===== src/rtl/dmaop_pkg.sv =====
package dmaop_pkg;
  localparam int unsigned NCH      = 2;
  localparam int unsigned BIT_IE   = 0;
  localparam int unsigned FLAG_LSB = 1;  // bit1 NMI flag, bit2 address-error flag
  localparam int unsigned NFLAG    = 2;
  localparam int unsigned BIT_PR   = 3;
  localparam int unsigned IMPL_W   = 4;

  typedef enum logic [NFLAG-1:0] {
    FL_NMI = 2'd0,
    FL_AE  = 2'd1
  } flag_idx_e;
endpackage


===== src/rtl/dmaop_reg.sv =====
module dmaop_reg
  import dmaop_pkg::*;
#(
  parameter int unsigned DW = 32
) (
  input  logic             clk,
  input  logic             rst_n,
  input  logic             stby,
  input  logic             sel,
  input  logic             wr,
  input  logic [DW-1:0]    wdata,
  input  logic [NFLAG-1:0] flag_evt,
  output logic [DW-1:0]    rdata,
  output logic             pr,
  output logic             ie,
  output logic [NFLAG-1:0] flag
);
  localparam int unsigned PAD_W = DW - IMPL_W;

  logic rd_en, wr_en;
  logic pr_q, pr_d, ie_q, ie_d;
  logic [NFLAG-1:0] flag_q, flag_d, arm_q, arm_d;
  logic unused_hi;

  assign rd_en     = sel && !wr;
  assign wr_en     = sel && wr;
  assign unused_hi = ^wdata[DW-1:IMPL_W];

  always_comb begin
    pr_d = pr_q;
    ie_d = ie_q;
    if (stby) begin
      pr_d = 1'b0;
      ie_d = 1'b0;
    end else if (wr_en) begin
      pr_d = wdata[BIT_PR];
      ie_d = wdata[BIT_IE];
    end
  end

  always_ff @(posedge clk or negedge rst_n) begin
    if (!rst_n) begin
      pr_q <= 1'b0;
      ie_q <= 1'b0;
    end else begin
      pr_q <= pr_d;
      ie_q <= ie_d;
    end
  end

  for (genvar i = 0; i < NFLAG; i++) begin : g_flag
    always_comb begin
      flag_d[i] = flag_q[i];
      arm_d[i]  = arm_q[i];
      if (stby) begin
        flag_d[i] = 1'b0;
        arm_d[i]  = 1'b0;
      end else begin
        if (flag_evt[i])
          flag_d[i] = 1'b1;
        else if (wr_en && !wdata[FLAG_LSB+i] && arm_q[i])
          flag_d[i] = 1'b0;
        if (wr_en)
          arm_d[i] = 1'b0;
        else if (rd_en && flag_q[i])
          arm_d[i] = 1'b1;
      end
    end

    always_ff @(posedge clk or negedge rst_n) begin
      if (!rst_n) begin
        flag_q[i] <= 1'b0;
        arm_q[i]  <= 1'b0;
      end else begin
        flag_q[i] <= flag_d[i];
        arm_q[i]  <= arm_d[i];
      end
    end

    // a flag never rises without its event
    p_no_write_set_r8: assert property (@(posedge clk) disable iff (!rst_n)
      (!flag_q[i] && !flag_evt[i]) |=> !flag_q[i]);
    // an event always leaves the flag set
    p_set_wins_r12: assert property (@(posedge clk) disable iff (!rst_n)
      (flag_evt[i] && !stby) |=> flag_q[i]);
  end

  assign rdata = {{PAD_W{1'b0}}, pr_q, flag_q[FL_AE], flag_q[FL_NMI], ie_q};
  assign pr    = pr_q;
  assign ie    = ie_q;
  assign flag  = flag_q;

  // priority mode only moves on a write or full standby
  p_pr_keep_r5: assert property (@(posedge clk) disable iff (!rst_n)
    (!wr_en && !stby) |=> $stable(pr_q));
endmodule


===== src/rtl/dmaop_arb.sv =====
module dmaop_arb
  import dmaop_pkg::*;
(
  input  logic           clk,
  input  logic           rst_n,
  input  logic           stby,
  input  logic           hold,
  input  logic           block,
  input  logic           pr,
  input  logic [NCH-1:0] req,
  input  logic [NCH-1:0] en,
  input  logic           done,
  output logic [NCH-1:0] gnt
);
  logic [NCH-1:0] gnt_q, gnt_d, cand, pick;
  logic           top_q, top_d;   // index of the channel on top in rotating mode
  logic           busy;

  assign cand = req & en;
  assign busy = |gnt_q;

  always_comb begin
    pick = '0;
    if (!pr) begin
      if (cand[0])      pick = 2'b01;
      else if (cand[1]) pick = 2'b10;
    end else begin
      if (cand[top_q])       pick = top_q  ? 2'b10 : 2'b01;
      else if (cand[!top_q]) pick = !top_q ? 2'b10 : 2'b01;
    end
  end

  always_comb begin
    gnt_d = gnt_q;
    top_d = top_q;
    if (stby) begin
      gnt_d = '0;
      top_d = 1'b1;
    end else if (busy) begin
      if (done) begin
        gnt_d = '0;
        if (pr) top_d = !gnt_q[1];
      end
    end else if (!block && !hold) begin
      gnt_d = pick;
    end
  end

  always_ff @(posedge clk or negedge rst_n) begin
    if (!rst_n) begin
      gnt_q <= '0;
      top_q <= 1'b1;
    end else begin
      gnt_q <= gnt_d;
      top_q <= top_d;
    end
  end

  assign gnt = gnt_q;

  p_onehot_r10: assert property (@(posedge clk) disable iff (!rst_n)
    $onehot0(gnt_q));
  p_hold_r10: assert property (@(posedge clk) disable iff (!rst_n)
    (busy && !done && !stby) |=> $stable(gnt_q));
  p_block_r6: assert property (@(posedge clk) disable iff (!rst_n)
    (block && !busy) |=> (gnt_q == '0));
  p_pause_r5: assert property (@(posedge clk) disable iff (!rst_n)
    (hold && !busy) |=> (gnt_q == '0));
  p_fixed_r3: assert property (@(posedge clk) disable iff (!rst_n)
    (!pr && !busy && !block && !hold && !stby && cand[0]) |=> (gnt_q == 2'b01));
endmodule


===== src/rtl/dma_op_ctrl.sv =====
module dma_op_ctrl
  import dmaop_pkg::*;
#(
  parameter int unsigned DW = 32
) (
  input  logic          clk,
  input  logic          rst_n,
  input  logic          stby_full,
  input  logic          stby_mod,
  input  logic          reg_sel,
  input  logic          reg_wr,
  input  logic [DW-1:0] reg_wdata,
  output logic [DW-1:0] reg_rdata,
  input  logic          addr_err,
  input  logic          nmi_pulse,
  input  logic [1:0]    ch_req,
  input  logic [1:0]    ch_en,
  input  logic          xfer_done,
  output logic [1:0]    ch_gnt,
  output logic          err_irq
);
  logic             pr, ie;
  logic [NFLAG-1:0] flag, evt;

  assign evt[FL_NMI] = nmi_pulse;
  assign evt[FL_AE]  = addr_err;

  dmaop_reg #(.DW(DW)) i_reg (
    .clk(clk), .rst_n(rst_n), .stby(stby_full),
    .sel(reg_sel), .wr(reg_wr), .wdata(reg_wdata),
    .flag_evt(evt), .rdata(reg_rdata),
    .pr(pr), .ie(ie), .flag(flag)
  );

  dmaop_arb i_arb (
    .clk(clk), .rst_n(rst_n), .stby(stby_full), .hold(stby_mod),
    .block(|flag), .pr(pr), .req(ch_req), .en(ch_en),
    .done(xfer_done), .gnt(ch_gnt)
  );

  assign err_irq = ie && (|flag);

  // interrupt follows enable and flags
  p_irq_r11: assert property (@(posedge clk) disable iff (!rst_n)
    err_irq == (reg_rdata[0] && (reg_rdata[1] || reg_rdata[2])));
endmodule


===== config.mk =====
export PLATFORM = sky130hd
export DESIGN_NAME = dma_op_ctrl
export DESIGN_NICKNAME = d
export VERILOG_FILES = /design/src/rtl/dmaop_pkg.sv /design/src/rtl/dmaop_reg.sv /design/src/rtl/dmaop_arb.sv /design/src/rtl/dma_op_ctrl.sv
export SDC_FILE = /design/constraint.sdc
export NUM_CORES = 1
export LEC_CHECK = 0
export ABC_AREA = 0
export BUFFER_PORTS_ARGS = -buffer_cell sky130_fd_sc_hd__buf_2
export CORE_UTILIZATION = 32
export CTS_CLUSTER_DIAMETER = 30
export DETAILED_ROUTE_END_ITERATION = 8
export PLACE_DENSITY = 0.92
export SLEW_MARGIN = 20
export SYNTH_ARGS = -nofsm -noshare
export SYNTH_HDL_FRONTEND = slang
export SYNTH_SLANG_ARGS = --single-unit

===== constraint.sdc =====
create_clock -name clk -period 1.6 [get_ports clk]
set_input_delay 0.16 -clock clk [delete_from_list [all_inputs] [get_ports clk]]
set_output_delay 0.16 -clock clk [all_outputs]
set_load 0.01 [all_outputs]

## Yosys cells after proc, flatten, opt, wreduce, memory -nomap -nowiden

Index checks and enable logic that the tools add are counted.
W data, S select, Z words.

- Bits in registers: 9
- Output and inout bits: 35
- Logic and storage cells: 77
- Bits of input ports: 45

- Bitwise logic cells: 1
- Order comparisons: 2
- Reductions and logical operators: 30
- Equal/unequal tests: 1
- Mux-type cells: 35

Operator list:

| cell | count |
|---|---|
| $mux W1 | 24 |
| $mux W2 | 11 |
| $reduce_bool A3 Y1 | 5 |
| $logic_and A1 B1 Y1 | 10 |
| $reduce_bool A2 Y1 | 4 |
| $logic_not A1 Y1 | 7 |
| $lt A1 B2 Y1 const B | 2 |
| $reduce_or A2 Y1 | 2 |
| $ne A3 B3 Y1 const B | 1 |
| $reduce_and A3 Y1 | 1 |
| $and A2 B2 Y2 | 1 |
| $reduce_and A2 Y1 | 1 |

## Longest topological paths before layout

Gate-level depths: netlist (run 1).

- Word-level depth: 9
- Gate-level depth with buffers: 4
- Depth with buffers taken out: 3

## Hierarchy

Synthesis (run 1) repeated with hierarchy kept, for this count alone.

- Cell total of the unflattened synthesis: 74
- Area, all modules: 686.9 um2

Modules (own cells, without submodules):

| module | cells an instance | times used | area an instance (um2) | seq. area each (um2) |
|---|---|---|---|---|
| dmaop_reg | 57 | 1 | 515.5 | 150.1 |
| dmaop_arb | 15 | 1 | 157.7 | 76.3 |
| dma_op_ctrl | 2 | 1 | 13.8 | 0.0 |

## Worst setup path after synthesis (run 1)

Ideal clock, no wire load.

- Path kind: flip-flop to flip-flop
- Start: reg i_reg.flag_q[1], in the netlist i_reg.flag[1]
- End: reg i_arb.gnt_q[1], in the netlist i_arb.gnt[1]
- Path slack: 309 ps
- Library setup time: 66 ps
- Clock period less this slack: 1291 ps
- Required time: 1534 ps
- Cell stages (with the launch flop): 4
- Buffers on the path: 0
- Arrival time: 1226 ps
- Cell sequence: dfrtp_1 > or4_4 > nor3_2 > a22o_1

- Cells in the longest elaborated chain, start to end: 5

RTL lines:

| element | line | source |
|---|---|---|
| from (decl) | dmaop_reg.sv:22 | `logic [NFLAG-1:0] flag_q, flag_d, arm_q, arm_d;` |
| from (signal, indexed assignment) | dmaop_reg.sv:75 | `flag_q[i] <= flag_d[i];` |
| $reduce_or A2 Y1 | dma_op_ctrl.sv:37 | `.block(\|flag), .pr(pr), .req(ch_req), .en(ch_en),` |
| $logic_not A1 Y1 | dmaop_arb.sv:44 | `end else if (!block && !hold) begin` |
| $logic_and A1 B1 Y1 | dmaop_arb.sv:44 |  |
| $reduce_bool A3 Y1 (no source line) | - |  |
| $reduce_and A2 Y1 (no source line) | - |  |
| to (signal assigned) | dmaop_arb.sv:54 | `gnt_q <= gnt_d;` |
| to (decl) | dmaop_arb.sv:15 | `logic [NCH-1:0] gnt_q, gnt_d, cand, pick;` |

No other way between the ends.
A chain may end at the register's enable or synchronous reset.

## Worst setup path after layout (run 1)

- Start: reg i_reg.flag_q[1], in the netlist i_reg.flag[1]
- End: reg i_arb.gnt_q[0], in the netlist i_arb.gnt[0]

Same word-level chain as after synthesis.

==> results of run 1 <==
-- stage by stage --
| stage | total power [W] | instance area (um2) | setup slack (ps) | instances | utilization, % |
|---|---|---|---|---|---|
| after detailed placement | 0.000349 | 662 | 274 | 115 | 36.4 |
| final | 0.000516 | 698 | 261 | 120 | 38.4 |
| after CTS | 0.000523 | 698 | 254 | 120 | 38.4 |
| after floorplan | 0.000364 | 749 | 309 | 99 | - |
| after global routing | 0.000547 | 698 | 209 | 120 | 38.4 |
| after global placement | 0.000346 | 662 | 307 | 115 | 36.4 |
-- repair_timing --
| action | in CTS | in global routing |
|---|---|---|
| endpoints found under the setup margin | 0 | 0 |
| hold buffers | 1 | 0 |
| buffers inserted | 0 | 0 |
| hold endpoints to repair | 9 | 0 |
-- report_power, final --
group	internal [W]	leakage (nW)	switching, W
Clock	0.0000957	0.0150	0.0000727
Sequential	0.000237	0.118	0.0000101
Combinational	0.0000351	0.249	0.0000651
-- final cells by class --
class                   count  share of cell area (%)
clock buffers               4                    3.76
multi-input cells          58                    41.4
repair buffers             24                    17.9
well taps                  25                    4.48
flip-flops and latches      9                    32.4
-- critical path, delay by kind of cell (launching register included) --
| family | cells | cell delay (ps) |
|---|---|---|
| AND/OR/NAND/NOR | 2 | 700 |
| flip-flops | 1 | 430 |
| AO/OA/AOI/OAI | 1 | 160 |
-- registers in the layout (all words and copies together), names as in the netlist --
| register | count |
|---|---|
| i_arb.gnt | 2 |
| i_reg.arm_q | 2 |
| i_reg.flag | 2 |
| i_arb.top_q | 1 |
| i_reg.ie | 1 |
| i_reg.pr | 1 |
-- cell usage after synthesis, drive strengths merged, types with 2 or more instances --
| cell | instances | area (um2) |
|---|---|---|
| nand3 | 2 | 10.0 |
| nand2 | 5 | 18.8 |
| dfrtp | 8 | 200 |
| a211oi | 2 | 15.0 |
| buf | 31 | 230 |
| nand4b | 2 | 17.5 |
| nor2 | 3 | 11.3 |
| a21oi | 6 | 30.0 |
| a31oi | 3 | 18.8 |
| a22o | 2 | 17.5 |
-- logic make-up (layout without fill, tap and decap cells) --
family / after synthesis / count (layout) / share of synthesized area, %
other: 1 / 28 / 0.579
DFF: 9 / 9 / 34.9
buffers and inverters: 32 / 28 / 36.1
AOI/OAI and AO/OA: 15 / 15 / 15.3
and+or+nand+nor: 15 / 15 / 13.1
-- worst max-delay path by stage --
| stage | startpoint | endpoint | slack [ps] |
|---|---|---|---|
| after global routing | i_reg.flag[1]$_DFFE_PN0P_ | i_arb.gnt[0]$_DFFE_PN0P_ | 210 |
| after floorplan | i_reg.flag[1]$_DFFE_PN0P_ | i_arb.gnt[1]$_DFFE_PN0P_ | 310 |
| final | i_reg.flag[1]$_DFFE_PN0P_ | i_arb.gnt[0]$_DFFE_PN0P_ | 260 |
| after detailed placement | i_reg.flag[1]$_DFFE_PN0P_ | i_arb.gnt[0]$_DFFE_PN0P_ | 270 |
| after CTS | i_reg.flag[1]$_DFFE_PN0P_ | i_arb.gnt[0]$_DFFE_PN0P_ | 250 |
| after global placement | i_reg.flag[1]$_DFFE_PN0P_ | i_arb.gnt[0]$_DFFE_PN0P_ | 310 |
-- layer usage --
layer,GRT usage [%],share of wire (%),up-vias
li1,-,-,234
met1,12.6,42,229
met2,16.9,48,32
met3,3.85,9.5,0
met4,6.86,0,0
met5,0,0,-
==> impl_metrics.py, run 1 <==
metrics = {
    "cells_and_area": {
        "multi_input_area_um2": 289,
        "nFillCells": 194,
        "layout-drive-gt1-share_pct": 30.5,
        "syn2layout_area_growth_pct": 7.72,
        "nets": 141,
        "layout_common_cells": "conb_1, buf_2, dfrtp_1",
        "final_common_cell": "conb_1",
        "antenna_cells": 0,
        "layout.area.seq_um2": 226,
    },
    "synthesis": {
        "mappedNetlistArea_um2": 648,
        "synthArstFlopShare_pct": 100,
        "synthCells": 72,
        "synth-seq-cells": 9,
        "avgSynthCellArea_um2": 9.00,
        "seq_area_frac_synth_pct": 34.9,
        "ys_warn_count": 0,
        "synth_edf_count": 0,
        "ys_types": 19,
        "synth_flop_cell": "dfrtp_1",
    },
    "sta": {
        "finalMaxSlewViolations": 0,
        "whs_ps": 131,
        "skew_ps": 1.09,
        "tns_ps": 0,
        "finalHoldViolations": 0,
        "fin_crit_ps": 1340,
        "rsz0062_at_grt": "false",
        "setup_viol_count_final": 0,
        "fmax_mhz": 747,
        "period_share_pct": 83.7,
    },
    "hold_path": {
        "hp-start": "nmi_pulse",
        "hp-class": "input port to register",
        "hold_depth": 3,
        "hold_end": "i_reg.flag[0]$_DFFE_PN0P_",
    },
    "clock_network": {
        "numCtsBuffers": 3,
        "cts_buffer_depth": 2,
        "cts-resized-gates": 0,
        "clkLatencyLatePin_ps": 250,
        "clk_pin_slew_worst_paths_ps": 60,
        "cts.sinks": 9,
        "cts_tree": "yes",
        "htree_num_levels": 1,
        "clockRootBuffer": "clkbuf_4",
    },
    "critical_path": {
        "worstPathCellList": "or4_4 > nor3_2 > a22o_1",
        "critPathKind": "register to register",
        "startpoint_type": "register",
        "arrival_ps": 1530,
        "r2r_slack_ps": 260,
        "slowest_delay_ps": 550,
        "worstPathMaxFanout": 5,
        "worst_ep_required_time_ps": 1790,
        "timing.rr.start": "i_reg.flag[1]$_DFFE_PN0P_",
        "r2r_end": "i_arb.gnt[0]$_DFFE_PN0P_",
        "worstRegToRegCells": 3,
        "endpoint_kind": "register",
        "critPathSlowestCell": "or4_4",
    },
    "grt": {
        "antenna_found_initial": 0,
        "track_usage_pct": 10.8,
        "grt_max_degree": 10,
        "grt_pass1_wl_um": 1590,
        "overflow": 0,
        "grt_pass1_vias": 380,
    },
    "power": {
        "vdd_drop_max_uv": 241,
        "p_per_area_nw_per_um2": 739,
        "leakage_nw": 0.381,
    },
    "place": {
        "dpl.hpwl_um": 899,
        "portBuffers": 23,
        "gp_congestion": 0.692,
    },
    "detailed_routing": {
        "drtPass1Iterations": 4,
        "vias_per_cell": 4.13,
        "routed-via-count": 495,
        "post-route-drc-count": 0,
        "wl_um": 1100,
        "wl_per_cell_um": 9.13,
        "ant_nets": 0,
        "drt_iter0_drc": 10,
    },
    "flow_run": {
        "drv_cap": 0,
    },
    "status": {
        "outcome": "complete, no violations",
    },
    "floorplanning": {
        "io_pins": 80,
        "die_area_um2": 2210,
        "die_w_um": 47.0,
        "initial_core_util_pct": 35.6,
        "num_rows": 15,
        "die_y_um": 47.0,
        "core_area_um2": 1820,
    },
}
Note: power is estimated with default switching activity, not from simulation.
==> inputs of run 2 (changes only) <==
Settings changed: ABC_AREA 0 to 1, CORE_UTILIZATION 32 to 30, PLACE_DENSITY 0.92 to 0.88.
Clock period 1.6 ns to 1.2 ns, I/O delays scaled along.
==> impl_metrics.py, run 2 <==
metrics = {
    "detailed_routing": {
        "vias_per_cell": 3.87,
        "wl_per_cell_um": 8.30,
        "drt_iter0_drc": 11,
        "ant_nets": 0,
        "drtPass1Iterations": 4,
        "routed-via-count": 596,
        "wl_um": 1280,
        "post-route-drc-count": 0,
    },
    "grt": {
        "grt_max_degree": 10,
        "grt_pass1_vias": 474,
        "track_usage_pct": 10.5,
        "grt_pass1_wl_um": 1960,
        "overflow": 0,
        "antenna_found_initial": 0,
    },
    "floorplanning": {
        "die_area_um2": 2550,
        "die_y_um": 50.5,
        "initial_core_util_pct": 31.8,
        "core_area_um2": 2210,
        "die_w_um": 50.5,
        "io_pins": 80,
        "num_rows": 17,
    },
    "hold_path": {
        "hp-start": "nmi_pulse",
        "hold_end": "i_reg.flag[0]$_DFFE_PN0P_",
        "hp-class": "input port to register",
        "hold_depth": 3,
    },
    "power": {
        "total_power_w": 0.000719,
        "p_clk_share_pct": 31.9,
        "switching_share_pct": 30.5,
        "seq_power_share_pct": 45.7,
        "leakage_nw": 0.468,
        "internal_power_w": 0.000499,
        "vdd_drop_max_uv": 644,
        "p_per_area_nw_per_um2": 919,
        "p_sw_w": 0.000219,
        "power_frac_comb_pct": 22.4,
    },
    "place": {
        "place_ws_ps": 238,
        "gp_congestion": 0.824,
        "dpl.hpwl_um": 1010,
        "portBuffers": 23,
    },
    "sta": {
        "setup_viol_count_final": 0,
        "tns_ps": 0,
        "finalMaxSlewViolations": 0,
        "finalHoldViolations": 0,
        "period_share_pct": 91.9,
        "skew_ps": 1.74,
        "layout_setup_ws_ps": 97.2,
        "fin_crit_ps": 1100,
        "fmax_mhz": 907,
    },
    "synthesis": {
        "synth.most_common_cell": "buf_4",
        "synth_mux_area_share_pct": 0,
        "ys_top_cells_by_area": "buf_4, dfrtp_1, nand2_1",
        "synth.top_cell.area_share_pct": 32.0,
        "synthArstFlopShare_pct": 100,
        "synthCells": 99,
        "yosys.area.top_type": "buf_4",
        "synth_flop_cell": "dfrtp_1",
        "synth-compound-area-share_pct": 6.39,
        "synth-simple-area-share_pct": 22.6,
        "synth_edf_count": 0,
        "synth_top_family_by_area": "buffers and inverters",
        "mappedNetlistArea_um2": 704,
        "ys_warn_count": 0,
        "seq_area_frac_synth_pct": 32.1,
        "synth-seq-cells": 9,
        "synthTopCellsByCount": "buf_4, nand2_1, inv_1",
        "ys_types": 14,
        "synth_xor_area_share_pct": 0,
        "synth_adder_area_share_pct": 0,
        "avgSynthCellArea_um2": 7.12,
    },
    "clock_network": {
        "clkLatencyLatePin_ps": 260,
        "cts.sinks": 9,
        "clk_pin_slew_worst_paths_ps": 60,
        "clockRootBuffer": "clkbuf_4",
        "htree_num_levels": 1,
        "cts_tree": "yes",
        "cts_buffer_depth": 2,
        "cts-resized-gates": 0,
        "numCtsBuffers": 3,
    },
    "critical_path": {
        "critPathKind": "register to primary output",
        "timing.rr.start": "i_reg.flag[1]$_DFFE_PN0P_",
        "arrival_ps": 980,
        "worstPathMaxFanout": 4,
        "endpoint_kind": "primary output",
        "r2r_slack_ps": 210,
        "r2r_end": "i_arb.gnt[0]$_DFFE_PN0P_",
        "startpoint_type": "register",
        "worst_ep_required_time_ps": 1080,
        "worstRegToRegCells": 6,
    },
    "cells_and_area": {
        "layout_common_cells": "conb_1, buf_2, nand2_1",
        "nets": 172,
        "antenna_cells": 0,
        "nFillCells": 258,
        "syn2layout_area_growth_pct": 11.0,
        "final_common_cell": "conb_1",
        "layout-drive-gt1-share_pct": 23.8,
    },
    "status": {
        "outcome": "complete, no violations",
    },
    "flow_run": {
        "drv_cap": 0,
    },
}
run 2: cell types whose count changed after synthesis, moves of 3 or more:
cell,before,now
a31oi_1,3,0
nand3_1,2,5
nor2_1,3,11
inv_1,0,12
nand2_1,5,18
run 2: worst max-delay path by stage:
| stage | slack, ps | from | endpoint | cells after the start |
|---|---|---|---|---|
| CTS | 100 | i_reg.flag[0]$_DFFE_PN0P_ | err_irq | 3 |
| detailed placement | 240 | i_arb.gnt[1]$_DFFE_PN0P_ | i_arb.gnt[1]$_DFFE_PN0P_ | 6 |
| global placement | 250 | i_reg.flag[1]$_DFFE_PN0P_ | i_arb.gnt[0]$_DFFE_PN0P_ | 6 |
| floorplan | 260 | i_arb.gnt[1]$_DFFE_PN0P_ | i_arb.gnt[1]$_DFFE_PN0P_ | 6 |
| finish | 100 | i_reg.flag[1]$_DFFE_PN0P_ | err_irq | 3 |
| global route | -9 | i_reg.flag[1]$_DFFE_PN0P_ | err_irq | 3 |
run 2: critical path: stages (launching register included):
cell     delay [ps]
dfrtp_1         400
inv_1            80
a21oi_1         110
buf_2           140
run 2: timing repair:
action / in CTS / in global routing
setup endpoints to repair: 0 / 1
endpoints found under the hold margin: 9 / 0
hold buffers: 1 / 0
buffers inserted: 0 / 2
run 2: area by class of cell:
| cell class | count | area, um2 | area share [%] |
|---|---|---|---|
| Timing Repair Buffer | 26 | 140 | 17.9 |
| Clock buffer | 4 | 26.3 | 3.36 |
| Inverter | 12 | 45.0 | 5.76 |
| Tap cell | 28 | 35.0 | 4.48 |
| Multi-Input combinational cell | 75 | 309 | 39.5 |
| Sequential cell | 9 | 226 | 29.0 |
run 2: per-stage QoR:
stage	std cells	hold slack (ps)	cell area [um2]	util, %
2_1_floorplan	126	-176	806	-
3_3_place_gp	147	-24.7	731	33.0
3_5_place_dp	147	-21.8	731	33.0
4_1_cts	152	82.0	767	34.7
5_1_grt	154	86.8	782	35.4
6_report	154	84.5	782	35.4
run 2: layer usage:
| layer | up-vias | part of all wire (%) | track usage (%) |
|---|---|---|---|
| li1 | 298 | - | - |
| met1 | 264 | 40 | 12.0 |
| met2 | 32 | 51 | 18.0 |
| met3 | 2 | 7.6 | 2.12 |
| met4 | 0 | 1.5 | 5.56 |
| met5 | - | 0 | 0 |
run 2: cell families (layout without fill, tap and decap cells):
kind of cell	count (synthesis)	after routing
AOI/OAI and AO/OA	9	9
buffers and inverters	42	42
DFF	9	9
other	1	28
and+or+nand+nor	38	38
run 2: power by group through the flow:
stage | Sequential, W | Clock, W | Combinational (W)
3_5_place_dp | 0.000334 | 0 | 0.000150
5_1_grt | 0.000330 | 0.000259 | 0.000184
4_1_cts | 0.000328 | 0.000234 | 0.000153
2_1_floorplan | 0.000336 | 0 | 0.000161
6_report | 0.000329 | 0.000229 | 0.000161
3_3_place_gp | 0.000333 | 0 | 0.000148
==> inputs of run 3 (changes only) <==
Settings changed: ABC_AREA 1 to unset, BUFFER_PORTS_ARGS -buffer_cell sky130_fd_sc_hd__buf_2 to -buffer_cell sky130_fd_sc_hd__buf_4, CORE_MARGIN set to 1.5, CORE_UTILIZATION 30 to 28, PLACE_DENSITY 0.88 to 0.86.
==> impl_metrics.py, run 3 (synthesis gave the netlist of run 1 again) <==
metrics = {
    "floorplanning": {
        "num_rows": 17,
        "io_pins": 80,
        "die_y_um": 51.1,
        "die_area_um2": 2610,
        "die_w_um": 51.1,
        "core_area_um2": 2190,
        "initial_core_util_pct": 29.6,
    },
    "status": {
        "outcome": "complete, but fails checks",
        "violations": "negative setup slack",
    },
    "sta": {
        "finalHoldViolations": 0,
        "skew_ps": 7.20,
        "setup_viol_count_final": 3,
        "rsz0062_at_grt": "true",
        "finalMaxSlewViolations": 0,
        "fmax_mhz": 773,
        "period_share_pct": 108,
        "fin_crit_ps": 1290,
        "layout_setup_ws_ps": -94.2,
    },
    "detailed_routing": {
        "ant_nets": 0,
        "routed-via-count": 499,
        "post-route-drc-count": 0,
        "drtPass1Iterations": 3,
        "drt_iter0_drc": 1,
        "vias_per_cell": 3.93,
        "wl_um": 1240,
        "wl_per_cell_um": 9.78,
    },
    "critical_path": {
        "worstPathCellList": "or4_4 > nor3_4 > a22o_1",
        "r2r_slack_ps": -90,
        "startpoint_type": "register",
        "arrival_ps": 1490,
        "r2r_end": "i_arb.gnt[0]$_DFFE_PN0P_",
        "critPathSlowestCell": "or4_4",
        "endpoint_kind": "register",
        "crit_cells": 3,
        "crit_start": "i_reg.flag[1]$_DFFE_PN0P_",
        "path_buf_inv": 0,
        "cpLargestDelayFamily": "simple AND/OR/NAND/NOR gates",
        "worstPathMaxFanout": 2,
        "cp-endpoint": "i_arb.gnt[0]$_DFFE_PN0P_",
        "worstRegToRegCells": 3,
        "critPathKind": "register to register",
        "slowest_delay_ps": 550,
        "worst_ep_required_time_ps": 1400,
        "timing.rr.start": "i_reg.flag[1]$_DFFE_PN0P_",
    },
    "place": {
        "dpl-instance-area_um2": 753,
        "dpl.hpwl_um": 988,
        "portBuffers": 23,
        "gp_congestion": 0.771,
    },
    "cells_and_area": {
        "antenna_cells": 0,
        "layout-drive-gt1-share_pct": 33.3,
        "stdcell_area_um2": 796,
        "fin_util_pct": 36.3,
        "nFillCells": 230,
        "nets": 145,
        "layout_common_cells": "conb_1, buf_4, dfrtp_1",
        "syn2layout_area_growth_pct": 22.8,
        "final_common_cell": "conb_1",
    },
    "grt": {
        "grt_max_degree": 10,
        "overflow": 0,
        "antenna_found_initial": 0,
        "track_usage_pct": 9.89,
        "grt_pass1_vias": 453,
        "grt_pass1_wl_um": 1860,
    },
    "power": {
        "leakage_nw": 0.419,
        "total_power_w": 0.000735,
        "vdd_drop_max_uv": 353,
        "p_per_area_nw_per_um2": 924,
    },
    "hold_path": {
        "hp-class": "input port to register",
    },
    "flow_run": {
        "drv_cap": 0,
    },
    "clock_network": {
        "clk_pin_slew_worst_paths_ps": 60,
        "cts_setup_buffers": 0,
        "htree_num_levels": 1,
        "cts_tree": "yes",
        "clkLatencyLatePin_ps": 260,
        "cts.sinks": 9,
        "clockRootBuffer": "clkbuf_4",
        "cts_buffer_depth": 2,
        "numCtsBuffers": 3,
    },
}
-- run 3: worst min-delay path: stages --
cell     delay (ps)
buf_4            80
a21oi_1          30
nor2_1           70
-- run 3: stage by stage --
step                cells  setup WS, ps  TNS (ps)  hold slack (ps)
CTS                   127         -77.4      -183             69.6
detailed placement    122         -59.8      -108            -50.0
global route          127          -125      -315             86.9
global placement      122         -39.3     -78.5            -56.2
finish                127         -94.2      -225             72.2
floorplan              99         -91.2      -182             -176
-- run 3: worst min path at each step --
stage               cells after the start       from                        end
floorplan                               0      rst_n   i_arb.gnt[0]$_DFFE_PN0P_
global placement                        1      rst_n   i_arb.gnt[1]$_DFFE_PN0P_
detailed placement                      1      rst_n  i_reg.flag[1]$_DFFE_PN0P_
CTS                                     3  nmi_pulse  i_reg.flag[0]$_DFFE_PN0P_
global route                            3  nmi_pulse  i_reg.flag[0]$_DFFE_PN0P_
finish                                  3   addr_err  i_reg.flag[1]$_DFFE_PN0P_
-- run 3: layout make-up --
cell class              count  area (um2)  share of cell area (%)
well taps                  28        35.0                    4.40
clock buffers               4        26.3                    3.30
multi-input cells          58         295                    37.1
flip-flops and latches      9         226                    28.5
repair buffers             28         213                    26.7
-- run 3: layer usage --
layer	global-route usage (%)	wire length (um)	vias to the layer above
li1	-	-	244
met2	16.5	599	27
met5	0	0	-
met1	10.5	536	226
met4	6.76	16	0
met3	3.22	89	2
-- run 3: repair_timing --
| item | in CTS | in global routing |
|---|---|---|
| pin swaps | 0 | 2 |
| endpoints found under the hold margin | 9 | 0 |
| gates resized for setup | 1 | 0 |
| hold buffers | 1 | 0 |
| endpoints found under the setup margin | 3 | 3 |
-- run 3: power by group --
group          leakage (nW)  total [W]  internal, W  switching (W)
Combinational         0.287   0.000172    0.0000755      0.0000967
Sequential            0.118   0.000325     0.000316     0.00000893
Clock                0.0150   0.000238     0.000128       0.000110
Total                 0.419   0.000735     0.000520       0.000215
